## config.mk

```make
export PLATFORM = sky130hd
export DESIGN_NAME = lchain_top
export DESIGN_NICKNAME = d
export VERILOG_FILES = /design/src/rtl/lchain_pkg.sv /design/src/rtl/lchain_slot_ctr.sv /design/src/rtl/lchain_stage.sv /design/src/rtl/lchain_top.sv
export SDC_FILE = /design/constraint.sdc
export NUM_CORES = 1
export LEC_CHECK = 0
export BUFFER_PORTS_ARGS = -buffer_cell sky130_fd_sc_hd__buf_2
export CORE_MARGIN = 5
export CORE_UTILIZATION = 52
export DETAILED_ROUTE_END_ITERATION = 10
export PLACE_DENSITY_LB_ADDON = 0.3
export SLEW_MARGIN = 20
export SYNTH_ARGS = -nofsm -noshare
export SYNTH_HDL_FRONTEND = slang
export SYNTH_SLANG_ARGS = --single-unit
```

## constraint.sdc

```tcl
create_clock -name clk -period 2.3 [get_ports clk]
set_input_delay 0.575 -clock clk [delete_from_list [all_inputs] [get_ports clk]]
set_output_delay 0.575 -clock clk [all_outputs]
set_load 0.1 [all_outputs]
```

## src/rtl/lchain_pkg.sv

```systemverilog
package lchain_pkg;

  // A stage at height 'layer' is active in the first n-layer slots of a frame.
  function automatic logic slot_on(input int layer, input int slot, input int n);
    return (slot + layer) < n;
  endfunction

endpackage

```

## src/rtl/lchain_slot_ctr.sv

```systemverilog
module lchain_slot_ctr #(
  parameter int unsigned N  = 4,
  localparam int unsigned SW = (N > 1) ? $clog2(N) : 1
) (
  input  logic          clk,
  input  logic          rst,
  output logic [SW-1:0] slot,
  output logic          first
);

  localparam logic [SW-1:0] LAST = SW'(N - 1);

  always_ff @(posedge clk) begin
    if (rst) begin
      slot <= '0;
    end else if (slot == LAST) begin
      slot <= '0;
    end else begin
      slot <= slot + 1'b1;
    end
  end

  assign first = (slot == '0);

endmodule

```

## src/rtl/lchain_stage.sv

```systemverilog
module lchain_stage
  import lchain_pkg::*;
#(
  parameter int unsigned W     = 32,
  parameter int unsigned N     = 4,
  parameter int unsigned LAYER = 0,
  localparam int unsigned SW   = (N > 1) ? $clog2(N) : 1
) (
  input  logic          clk,
  input  logic          rst,
  input  logic [W-1:0]  own_data,
  input  logic          own_valid,
  input  logic [W-1:0]  up_data,
  input  logic          up_valid,
  input  logic [SW-1:0] up_tag,
  output logic [W-1:0]  dn_data,
  output logic          dn_valid,
  output logic [SW-1:0] dn_tag,
  output logic          take_own
);

  localparam logic [SW-1:0] MY_TAG = SW'(LAYER);

  logic [SW-1:0] slot;
  logic          first;
  logic          active;

  // Local slot counter: the enable of this layer is derived from it.
  lchain_slot_ctr #(.N(N)) u_ctr (
    .clk   (clk),
    .rst   (rst),
    .slot  (slot),
    .first (first)
  );

  assign active   = slot_on(int'(LAYER), int'(slot), int'(N));
  assign take_own = first;

  // Link register: own word in slot 0, latched upstream word afterwards,
  // held in slots where this layer is idle.
  always_ff @(posedge clk) begin
    if (rst) begin
      dn_data  <= '0;
      dn_valid <= 1'b0;
      dn_tag   <= '0;
    end else if (active) begin
      if (first) begin
        dn_data  <= own_valid ? own_data : '0;
        dn_valid <= own_valid;
        dn_tag   <= MY_TAG;
      end else begin
        dn_data  <= up_data;
        dn_valid <= up_valid;
        dn_tag   <= up_tag;
      end
    end
  end

endmodule

```

## src/rtl/lchain_top.sv

```systemverilog
module lchain_top #(
  parameter int unsigned W  = 32,
  parameter int unsigned N  = 4,
  localparam int unsigned SW = (N > 1) ? $clog2(N) : 1
) (
  input  logic           clk,
  input  logic           rst,
  input  logic [N-1:0]   in_valid,
  input  logic [N*W-1:0] in_data,
  output logic           in_ready,
  output logic           out_valid,
  output logic [SW-1:0]  out_tag,
  output logic [W-1:0]   out_data
);

  logic [W-1:0]  dn_data  [N];
  logic          dn_valid [N];
  logic [SW-1:0] dn_tag   [N];
  logic [N-1:0]  take_w;

  for (genvar k = 0; k < N; k++) begin : g_layer
    logic [W-1:0]  up_d;
    logic          up_v;
    logic [SW-1:0] up_t;

    if (k == N - 1) begin : g_top
      assign up_d = '0;
      assign up_v = 1'b0;
      assign up_t = '0;
    end else begin : g_mid
      assign up_d = dn_data[k+1];
      assign up_v = dn_valid[k+1];
      assign up_t = dn_tag[k+1];
    end

    lchain_stage #(.W(W), .N(N), .LAYER(k)) u_stage (
      .clk       (clk),
      .rst       (rst),
      .own_data  (in_data[k*W +: W]),
      .own_valid (in_valid[k]),
      .up_data   (up_d),
      .up_valid  (up_v),
      .up_tag    (up_t),
      .dn_data   (dn_data[k]),
      .dn_valid  (dn_valid[k]),
      .dn_tag    (dn_tag[k]),
      .take_own  (take_w[k])
    );
  end

  // All stage counters share one frame; acceptance needs all of them at slot 0.
  assign in_ready  = &take_w;
  assign out_valid = dn_valid[0];
  assign out_tag   = dn_tag[0];
  assign out_data  = dn_data[0];

endmodule

```

# Yosys cells after proc, flatten, opt, wreduce, memory -nomap -nowiden
# Cells that the tools add are included.
# W data, S select, Z words.
# word_totals
elab_cells	56
mem_bits_ro	0
ram_bits	0
ff_bits	148
in_bits	134
out_inout_bits	36
latch_bits	0
mem_count	0
# op_classes
muxes	16
n_eq_ne	4
n_shift	0
n_mul	0
bitwise_logic	0
div_mod_pow	0
n_addsub	7
order_cmp	4
n_reduce_logical	9
# op_table
op	n
$mux W32	8
$lt A32 B4 Y1 const B	3
$add A2 B1 Y2 const B	4
$eq A2 B2 Y1 const B	4
$logic_not A2 Y1	4
$mux W2	4
$reduce_or A2 Y1	4
$add A2 B2 Y3 const B	2
$mux W1	4
$reduce_and A4 Y1	1
$add A2 B1 Y3 const B	1
$lt A2 B3 Y1 const B	1

# Depth between registers and ports, before layout
# Gate-level depths: netlist of run 1.
# depth
ltp_word	2
mapped_depth	8
mapped_depth_nobuf	4

# Modules after synthesis
# From an unflattened synthesis of run 1, not the netlist that was laid out.
# unflattened
hier_cells	725
area_unflattened_um2	7375.8
# by_module_without_submodules
mod	seq_area_each_um2	cells_per_inst	area_per_inst_um2	instances
lchain_stage at g_layer[3].u_stage	700.7	201	2099.5	1
lchain_stage at g_layer[2].u_stage	700.7	195	1920.6	1
lchain_stage at g_layer[1].u_stage	700.7	162	1657.8	1
lchain_stage at g_layer[0].u_stage	700.7	133	1305.0	1
lchain_slot_ctr	40.0	8	95.1	4
lchain_top	0.0	2	12.5	1

# Worst setup path after synthesis of run 1
# Ideal clock, no wire load.
# synth_path
path_type	register to output
start	register g_layer[2].u_stage.u_ctr.slot[1]
end	output port in_ready
arrival_time_ps	2049
required_ps	1725
stages_incl_launch_ff	8
n_path_buf	4
slack_ps	-324
cell_sequence	dfxtp_1 > buf_2 > inv_2 > buf_2 > ha_1 > buf_2 > buf_2 > and4_1
# synth_between
elab_chain_cells	2
# synth_lines
item	line_no	source
start: declaration	lchain_slot_ctr.sv:7	output logic [SW-1:0] slot,
start signal: assignment	lchain_slot_ctr.sv:19	slot <= slot + 1'b1;
$logic_not A2 Y1	lchain_slot_ctr.sv:23	assign first = (slot == '0);
$reduce_and A4 Y1	lchain_top.sv:52	assign in_ready = &take_w;
end: declaration	lchain_top.sv:10	output logic in_ready,
# No other way between the ends.

# Final worst setup path of run 1
# layout_path
start	register g_layer[3].u_stage.u_ctr.slot[0]
end	output port in_ready
# layout_between
elab_chain_cells	2
# layout_lines
item	line_no
start: declaration	lchain_slot_ctr.sv:7
start signal: assignment	lchain_slot_ctr.sv:19
$logic_not A2 Y1	lchain_slot_ctr.sv:23
$reduce_and A4 Y1	lchain_top.sv:52
# No other way between the ends.

==> flow_summary.json, run 1 <==
{
  "fin_skew_ns": 0.0123,
  "cp-end-kind": "output port",
  "drc": 0,
  "max-vdd-ir-drop_uv": 527,
  "cts-htree-levels": 4,
  "rrSetupSlack_ns": 0.60,
  "slew-limit-headroom_pct": 43.9,
  "hp-class": "primary input to register",
  "slew_violations": 0,
  "synth.distinct_cells": 24,
  "die_w_microns": 119,
  "vias": 5113,
  "clk_pin_slew_ns": 0.05,
  "numCtsBuffers": 17,
  "coreArea_sq_um": 11500,
  "rsz0062_at_grt": "false",
  "hold_buffers": 0,
  "cp_data_arrival_time_ns": 1.57,
  "root_buffer": "clkbuf_16",
  "cts_tree": "built",
  "fmax_mhz": 465,
  "timing.rr.start": "g_layer[3].u_stage.u_ctr.slot[0]",
  "start_util_pct": 53.6,
  "vias_per_cell": 5.43,
  "period_share_pct": 93.4,
  "regArea_sq_um": 2940,
  "dpl.cell_count": 911,
  "p_leak_nw": 3.12,
  "postRouteWirelength_microns": 15300,
  "critPathLaunchType": "register",
  "grt_pass1_vias": 4923,
  "synth_area_leaders": "dfxtp_1 48%, nand2b_1 9.7%, a311oi_1 9.1%",
  "drt_first_pass_iters": 4,
  "syn_nets": 802,
  "syn-cell-area_sq_um": 6170,
  "fin_util_pct": 65.7,
  "syn_to_final_growth_pct": 22.6,
  "io_pins": 170,
  "tightest_slew_ns": 0.842,
  "final-hold-violation-count": 0,
  "multi_input_area_sq_um": 2890,
  "port_buffers": 169,
  "drtIter0Drc": 406,
  "fin_ws_ns": 0.151,
  "setup_violations": 0,
  "fin_tns_setup_ns": 0,
  "synth_area_per_cell_sq_um": 9.40,
  "cts_sinks": 147,
  "wl_per_cell_microns": 16.2,
  "cts_setup_buffers": 0,
  "maxCapViolCount": 0,
  "async_reset_ff_share_pct": 0,
  "cellPowerDensity_nw_per_um2": 930,
  "cp_slowest_cell": "dfxtp_1",
  "final_cell_mix": "167 x buf_2, 147 x dfxtp_1, 96 x nand3_1, 96 x nand2b_1, 68 x nor2b_1",
  "final_common_cell": "buf_2",
  "yosysWarningCount": 0,
  "fin_cells": 942,
  "placementRows": 39,
  "place_ws_ns": 0.233,
  "finish.net_count": 933,
  "die_h_microns": 119,
  "gp_congestion": 0.831,
  "drive_gt1_share_pct": 26.5,
  "dieArea_sq_um": 14100,
  "cts_buffer_depth": 2,
  "ant_nets": 0,
  "netlist.top_cell.by_area": "dfxtp_1",
  "overflow": 0,
  "hpwl_microns": 10700,
  "path_cells": "inv_1 -> ha_1 -> and4_4 -> buf_12",
  "status": "finished clean",
  "fillers": 952,
  "syn_inst": 656,
  "clock_latency_ns": 0.42,
  "crit_path_start": "g_layer[3].u_stage.u_ctr.slot[0]",
  "max_stage_delay_ns": 0.32,
  "required_ns": 1.73,
  "synth-seq-cells": 147,
  "grt_pass1_wl_microns": 24800,
  "synth_edf_count": 0,
  "cts_resized": 0,
  "antenna_found_initial": 0,
  "min_period_ns": 2.15,
  "synth_ff_type": "dfxtp_1",
  "yosysSeqAreaShare_pct": 47.7,
  "antennaDiodeCount": 0,
  "min_from": "in_data[111]",
  "track_usage_pct": 21.5,
  "synth_top_cell_area_share_pct": 47.7,
  "grt_max_degree": 84,
  "critPathMaxFanout": 5,
  "critPathKind": "register to output port"
}
-- stage by stage --
step	total power, mW	cell area, sq um	hold slack (ns)
finish	7.04	7560	0.367
global route	7.34	7560	0.368
CTS	7.07	7560	0.358
detailed placement	4.44	7000	0.441
global placement	4.39	7000	0.431
floorplan	4.08	6170	0.419
-- registers in the layout (all words and copies together) (netlist names) --
| signal | count |
|---|---|
| g_layer.u_stage.dn_data | 128 |
| g_layer.u_stage.u_ctr.slot | 8 |
| g_layer.u_stage.dn_tag | 7 |
| g_layer.u_stage.dn_valid | 4 |
-- cell type report --
type	instances	area share, %
Multi-Input combinational cell	433	38.2
Clock buffer	26	6.47
Inverter	9	0.447
Sequential cell	147	38.9
Tap cell	143	2.37
Clock inverter	5	0.993
Timing Repair Buffer	179	12.6
-- worst max-delay path, delay by kind of cell (launching register included) --
family	cells	cell delay, ns
adder cells (fa/ha/maj)	1	0.29
buffers and inverters	2	0.25
flip-flops	1	0.32
AND/OR/NAND/NOR	1	0.28
-- routing by layer --
| metal | GRT usage (%) | wire, microns |
|---|---|---|
| met5 | 0 | 0 |
| met4 | 7.39 | 117 |
| met3 | 6.30 | 1080 |
| met2 | 30.7 | 6840 |
| met1 | 31.1 | 7260 |
-- cells in the mapped netlist (5+ instances only) --
master    number
nor3_1         8
a21oi_1       34
clkbuf_1      30
a22o_1        32
nand2b_1      96
ha_1          12
dfxtp_1      147
mux2i_1        5
nor2b_1       68
nand3_1       96
a311oi_1      64
buf_2         29
inv_1          7
nor3b_1        6
-- report_power, final --
part,leakage (nW),switching [mW],internal [mW],total (mW)
clock,0.278,0.979,1.67,2.65
sequential,1.20,0.141,2.80,2.94
combinational,1.63,0.917,0.527,1.44
total,3.12,2.04,5.00,7.04
-- path summary, 6_finish.rpt --
kind                                       to  cells past startpoint
min            g_layer[3].u_stage.dn_data[15]                      2
max                                  in_ready                      4
max reg2reg     g_layer[3].u_stage.dn_data[5]                      4
min reg2reg  g_layer[2].u_stage.u_ctr.slot[0]                      1
-- kinds of logic after synthesis --
kind of cell | share of synthesized area (%)
AND/OR/NAND/NOR | 26.8
flip-flops | 47.7
AO/OA/AOI/OAI | 16.6
buffers and inverters | 5.64
adder cells (fa/ha/maj) | 2.43
multiplexers | 0.812
No activity file was read; power rests on OpenSTA's default activity.
==> inputs of run 2 (changes only) <==
--- a/config.mk
+++ b/config.mk
@@ -7,9 +7,10 @@
 export LEC_CHECK = 0
 export BUFFER_PORTS_ARGS = -buffer_cell sky130_fd_sc_hd__buf_2
 export CORE_MARGIN = 5
-export CORE_UTILIZATION = 52
+export CORE_UTILIZATION = 45
 export DETAILED_ROUTE_END_ITERATION = 10
 export PLACE_DENSITY_LB_ADDON = 0.3
+export RECOVER_POWER = 25
 export SLEW_MARGIN = 20
 export SYNTH_ARGS = -nofsm -noshare
 export SYNTH_HDL_FRONTEND = slang
==> run 2 against run 1 <==
Effect of this change:
- die area rose by 14%
- utilization decreased by 8.2 points
- global-route usage shrank 1.8 points
- setup slack worse by 0.021 ns
- register-to-register slack improved by 0.05 ns
- total power grew 3.7%
- critical path depth unchanged
- largest power group unchanged
- maximum frequency shrank 0.96%
- cell count increased by 3.6%
- sequential share of layout area is 0.56 points lower
==> flow_summary.json, run 2 (same netlist as run 1, synthesis figures left out) <==
{
  "rsz0062_at_grt": "false",
  "wl_per_cell_microns": 16.0,
  "cp_data_arrival_time_ns": 1.59,
  "io_pins": 170,
  "clk_pin_slew_ns": 0.06,
  "critPathKind": "register to output port",
  "placementRows": 42,
  "die_w_microns": 127,
  "final_common_cell": "buf_2",
  "reg_top3": "g_layer.u_stage.dn_data: 128 flops, g_layer.u_stage.u_ctr.slot: 8 flops, g_layer.u_stage.dn_tag: 7 flops",
  "vias": 5108,
  "drtIter0Drc": 331,
  "fmax_mhz": 461,
  "drive_gt1_share_pct": 27.0,
  "status": "finished clean",
  "overflow": 0,
  "antennaDiodeCount": 0,
  "port_buffers": 169,
  "final_cell_mix": "167 x buf_2, 147 x dfxtp_1, 96 x nand3_1, 96 x nand2b_1, 68 x nor2b_1",
  "track_usage_pct": 19.7,
  "largest_reg_flops": 128,
  "p_sw_mw": 2.07,
  "grt_max_degree": 99,
  "cts_buffer_depth": 2,
  "dieArea_sq_um": 16100,
  "seqPwrFrac_pct": 40.3,
  "antenna_found_initial": 0,
  "fillers": 1218,
  "holdWs_ns": 0.372,
  "slew-limit-headroom_pct": 28.2,
  "power_mw": 7.30,
  "vias_per_cell": 5.23,
  "hpwl_microns": 11200,
  "cts-htree-levels": 4,
  "largest-register": "g_layer.u_stage.dn_data",
  "cellPowerDensity_nw_per_um2": 951,
  "setup_violations": 0,
  "combPwrFrac_pct": 19.9,
  "finish.net_count": 933,
  "clock_latency_ns": 0.42,
  "gp_congestion": 0.798,
  "min_period_ns": 2.17,
  "root_buffer": "clkbuf_16",
  "fin_tns_setup_ns": 0,
  "required_ns": 1.73,
  "hold_buffers": 0,
  "drc": 0,
  "numCtsBuffers": 17,
  "ant_nets": 0,
  "hp-class": "primary input to register",
  "drt_first_pass_iters": 5,
  "period_share_pct": 94.3,
  "internal-power_mw": 5.23,
  "cp-end-kind": "output port",
  "switching_share_pct": 28.4,
  "pwr-share-clk_pct": 39.8,
  "p_leak_nw": 3.15,
  "tightest_slew_ns": 1.08,
  "start_util_pct": 46.2,
  "maxCapViolCount": 0,
  "slew_violations": 0,
  "die_h_microns": 127,
  "critPathMaxFanout": 5,
  "fin_skew_ns": 0.00733,
  "critPathLaunchType": "register",
  "final-hold-violation-count": 0,
  "cts_sinks": 147,
  "grt_pass1_vias": 5128,
  "coreArea_sq_um": 13300,
  "postRouteWirelength_microns": 15700,
  "grt_pass1_wl_microns": 25800,
  "fin_util_pct": 57.5,
  "max-vdd-ir-drop_uv": 394,
  "syn_to_final_growth_pct": 24.4,
  "cts_tree": "built"
}
==> run 2: area by class of cell <==
class                   instances  area, sq um  area share, %
clock buffers                  22          474           6.18
repair buffers                179          948           12.4
clock inverters                10          154           2.01
inverters                       9         33.8          0.440
flip-flops and latches        147         2940           38.4
multi-input cells             433         2900           37.8
well taps                     176          220           2.87
==> run 2: final timing paths <==
check                              endpoint                        startpoint  cells past startpoint  slack, ns
max                                in_ready  g_layer[3].u_stage.u_ctr.slot[0]                      4       0.13
min          g_layer[3].u_stage.dn_data[21]                      in_data[117]                      2       0.37
max reg2reg   g_layer[2].u_stage.dn_data[7]  g_layer[2].u_stage.u_ctr.slot[0]                      5       0.65
min reg2reg    g_layer[2].u_stage.dn_tag[0]      g_layer[2].u_stage.dn_tag[0]                      2       0.46
==> run 2: stage by stage <==
step	cells	worst slack [ns]	area, sq um
after global placement	944	0.558	7050
final	976	0.130	7670
after floorplan	656	0.0673	6170
after CTS	976	0.0587	7680
after global routing	976	0.0432	7670
after detailed placement	944	0.520	7050
==> run 2: repair_timing <==
item | in CTS | in global routing
gates resized for setup | 0 | 1
setup endpoints to repair | 0 | 1
setup buffers | 0 | 0
==> run 2: power groups by stage <==
stage	logic [mW]	registers, mW	clock network, mW
floorplan	0.799	3.28	0
global placement	1.42	2.98	0
detailed placement	1.45	3.00	0
CTS	1.46	2.94	2.96
global route	1.59	2.97	3.05
finish	1.45	2.94	2.90
==> run 2: worst max-delay path, stage by stage (launching register included) <==
cell and delay (ns):
dfxtp_1 0.32, inv_1 0.08, ha_1 0.32, and4_4 0.28, buf_12 0.17
==> run 2: metal layers <==
metal	wire (microns)	track usage (%)
met4	184	7.32
met5	0	0
met2	6900	29.1
met3	1020	4.97
met1	7550	28.0
==> inputs of run 3 (changes only) <==
--- a/config.mk
+++ b/config.mk
@@ -14,4 +14,5 @@
 export SLEW_MARGIN = 20
 export SYNTH_ARGS = -nofsm -noshare
 export SYNTH_HDL_FRONTEND = slang
+export SYNTH_HIERARCHICAL = 1
 export SYNTH_SLANG_ARGS = --single-unit
==> run 3 against run 2 <==
Effect of this change:
- total power up 6.8%
- cell count up 14%
- critical path depth is 1 lower
- sequential power increased by 6%
- routed wire length is 15% higher
- via count up 13%
- synthesized cell count increased by 11%
- utilization down 2.8 points
- maximum frequency is 4.1% higher
- die area increased by 18%
- highest routed layer unchanged
- largest cell class is now multi-input gates
- largest power group unchanged
- non-clock buffer count is 6 higher
==> flow_summary.json, run 3 <==
{
  "status": "finished clean",
  "slew-limit-headroom_pct": 26.4,
  "required_ns": 2.57,
  "fmax_mhz": 480,
  "power_mw": 7.80,
  "yosysWarningCount": 6,
  "path_delay_family": "buffers and inverters",
  "die_h_microns": 138,
  "hp-class": "primary input to register",
  "final-hold-violation-count": 0,
  "synth_top_family_by_area": "compound AO/OA/AOI/OAI gates",
  "synth_simple_gate_area_share_pct": 23.1,
  "drive_gt1_share_pct": 35.6,
  "placed_area_sq_um": 8240,
  "max_stage_delay_ns": 0.81,
  "drt_first_pass_iters": 4,
  "die_w_microns": 138,
  "numCtsBuffers": 17,
  "dieArea_sq_um": 19100,
  "syn-cell-area_sq_um": 7380,
  "cp-end-kind": "register",
  "synth-seq-cells": 148,
  "dpl.cell_count": 1080,
  "critPathLaunchType": "primary input",
  "port_buffers": 169,
  "grt_pass1_vias": 5580,
  "final_cell_mix": "167 x buf_2, 148 x dfxtp_1, 88 x nand2b_1, 88 x nand3_1, 56 x a311oi_2",
  "track_usage_pct": 18.5,
  "final_common_cell": "buf_2",
  "ys_top_cells_by_count": "148 x dfxtp_1, 88 x nand2b_1, 88 x nand3_1, 56 x a311oi_2, 37 x nor3_1",
  "io_pins": 170,
  "gp_congestion": 0.759,
  "synth.distinct_cells": 39,
  "vias_per_cell": 5.20,
  "yosysMostFrequentCell": "dfxtp_1",
  "fin_cells": 1113,
  "setup_violations": 0,
  "maxCapViolCount": 0,
  "vias": 5785,
  "max-vdd-ir-drop_uv": 652,
  "place_ws_ns": 0.391,
  "rsz0062_at_grt": "false",
  "grt_pass1_wl_microns": 29200,
  "drc": 0,
  "synth_top_cell_area_share_pct": 40.2,
  "synth-adder-area-share_pct": 1.36,
  "syn_to_final_growth_pct": 18.6,
  "fin_ws_ns": 0.216,
  "fin_skew_ns": 0.00702,
  "yosysSeqAreaShare_pct": 40.2,
  "path_cells": "clkbuf_2 -> clkbuf_4 -> nor3_1",
  "cp_slowest_cell": "clkbuf_4",
  "largest_reg_flops": 128,
  "drtIter0Drc": 347,
  "synth_ff_type": "dfxtp_1",
  "critPathMaxFanout": 50,
  "async_reset_ff_share_pct": 0,
  "synth_compound_area_share_pct": 26.6,
  "antennaDiodeCount": 0,
  "fin_util_pct": 54.7,
  "grt_max_degree": 69,
  "p_leak_nw": 3.55,
  "synth_area_per_cell_sq_um": 10.2,
  "cts_setup_buffers": 0,
  "slew_violations": 0,
  "cellPowerDensity_nw_per_um2": 891,
  "synthMuxAreaShare_pct": 0.271,
  "largest-register": "g_layer.u_stage/dn_data",
  "synth_xor_area_share_pct": 0,
  "cts_tree": "built",
  "fin_tns_setup_ns": 0,
  "wl_met3_microns": 1070,
  "maxUsedRoutingLayer": "met4",
  "hold_buffers": 0,
  "overflow": 0,
  "wl_met2_microns": 7640,
  "cp_num_buf_inv": 2,
  "start_util_pct": 46.1,
  "antenna_found_initial": 0,
  "holdWs_ns": 0.409,
  "wl_per_cell_microns": 16.2,
  "synth_edf_count": 0,
  "netlist.top_cell.by_area": "dfxtp_1",
  "hpwl_microns": 12500,
  "critPathKind": "primary input to register",
  "min_period_ns": 2.08,
  "root_buffer": "clkbuf_16",
  "clk_pin_slew_ns": 0.06,
  "postRouteWirelength_microns": 18100,
  "fillers": 1548,
  "synth_area_leaders": "dfxtp_1 40%, a311oi_2 11%, nand2b_1 7.5%",
  "syn_inst": 725,
  "ant_nets": 0,
  "postLayoutCellArea_sq_um": 8750,
  "cts_sinks": 148,
  "period_share_pct": 90.6,
  "clock_latency_ns": 0.41,
  "wl_met1_microns": 9170,
  "tightest_slew_ns": 1.10,
  "finish.net_count": 1026,
  "placementRows": 46,
  "cts_buffer_depth": 2,
  "cts-htree-levels": 4,
  "cp_data_arrival_time_ns": 2.35,
  "reg_top3": "g_layer.u_stage/dn_data: 128 flops, g_layer.u_stage/dn_tag: 8 flops, g_layer.u_stage/u_ctr/slot: 8 flops",
  "coreArea_sq_um": 16000,
  "cts_resized": 0
}
-- run 3: cell families (layout without fill, tap and decap cells) --
| family | after synthesis | after routing |
|---|---|---|
| and+or+nand+nor | 305 | 305 |
| AOI/OAI and AO/OA | 168 | 168 |
| DFF | 148 | 148 |
| buffers and inverters | 93 | 231 |
| adders and majority gates | 8 | 8 |
| muxes | 2 | 2 |
| other | 1 | 35 |
-- run 3: worst paths after layout --
kind,depth (start not counted),end,slack [ns],startpoint
worst min register to register,2,g_layer[3].u_stage/dn_tag[0],0.46,g_layer[3].u_stage/dn_tag[0]
worst min-delay path,2,g_layer[0].u_stage/dn_data[23],0.41,in_data[23]
worst max-delay path,3,g_layer[1].u_stage/dn_data[15],0.22,rst
worst max register to register,5,g_layer[2].u_stage/dn_data[26],0.25,g_layer[2].u_stage/u_ctr/slot[0]
-- run 3: layout make-up --
cell class	instances	area (sq um)	area share, %
clock inverter	5	50.0	0.572
timing repair buffer	185	1030	11.8
clock buffer	27	483	5.52
tap	216	270	3.09
multi-input combinational	518	3890	44.5
sequential	148	2960	33.9
inverter	14	52.6	0.601
-- run 3: per-layer routing --
metal	up-vias	global-route usage, %
li1	2933	-
met1	2667	26.8
met2	168	27.0
met3	17	5.52
met4	0	4.32
met5	-	0
-- run 3: report_power, final --
group	internal (mW)	leakage (nW)	switching, mW	total, mW
clock	1.54	0.263	0.995	2.53
combinational	0.865	2.07	1.29	2.16
sequential	2.90	1.22	0.204	3.11
total	5.31	3.55	2.49	7.80
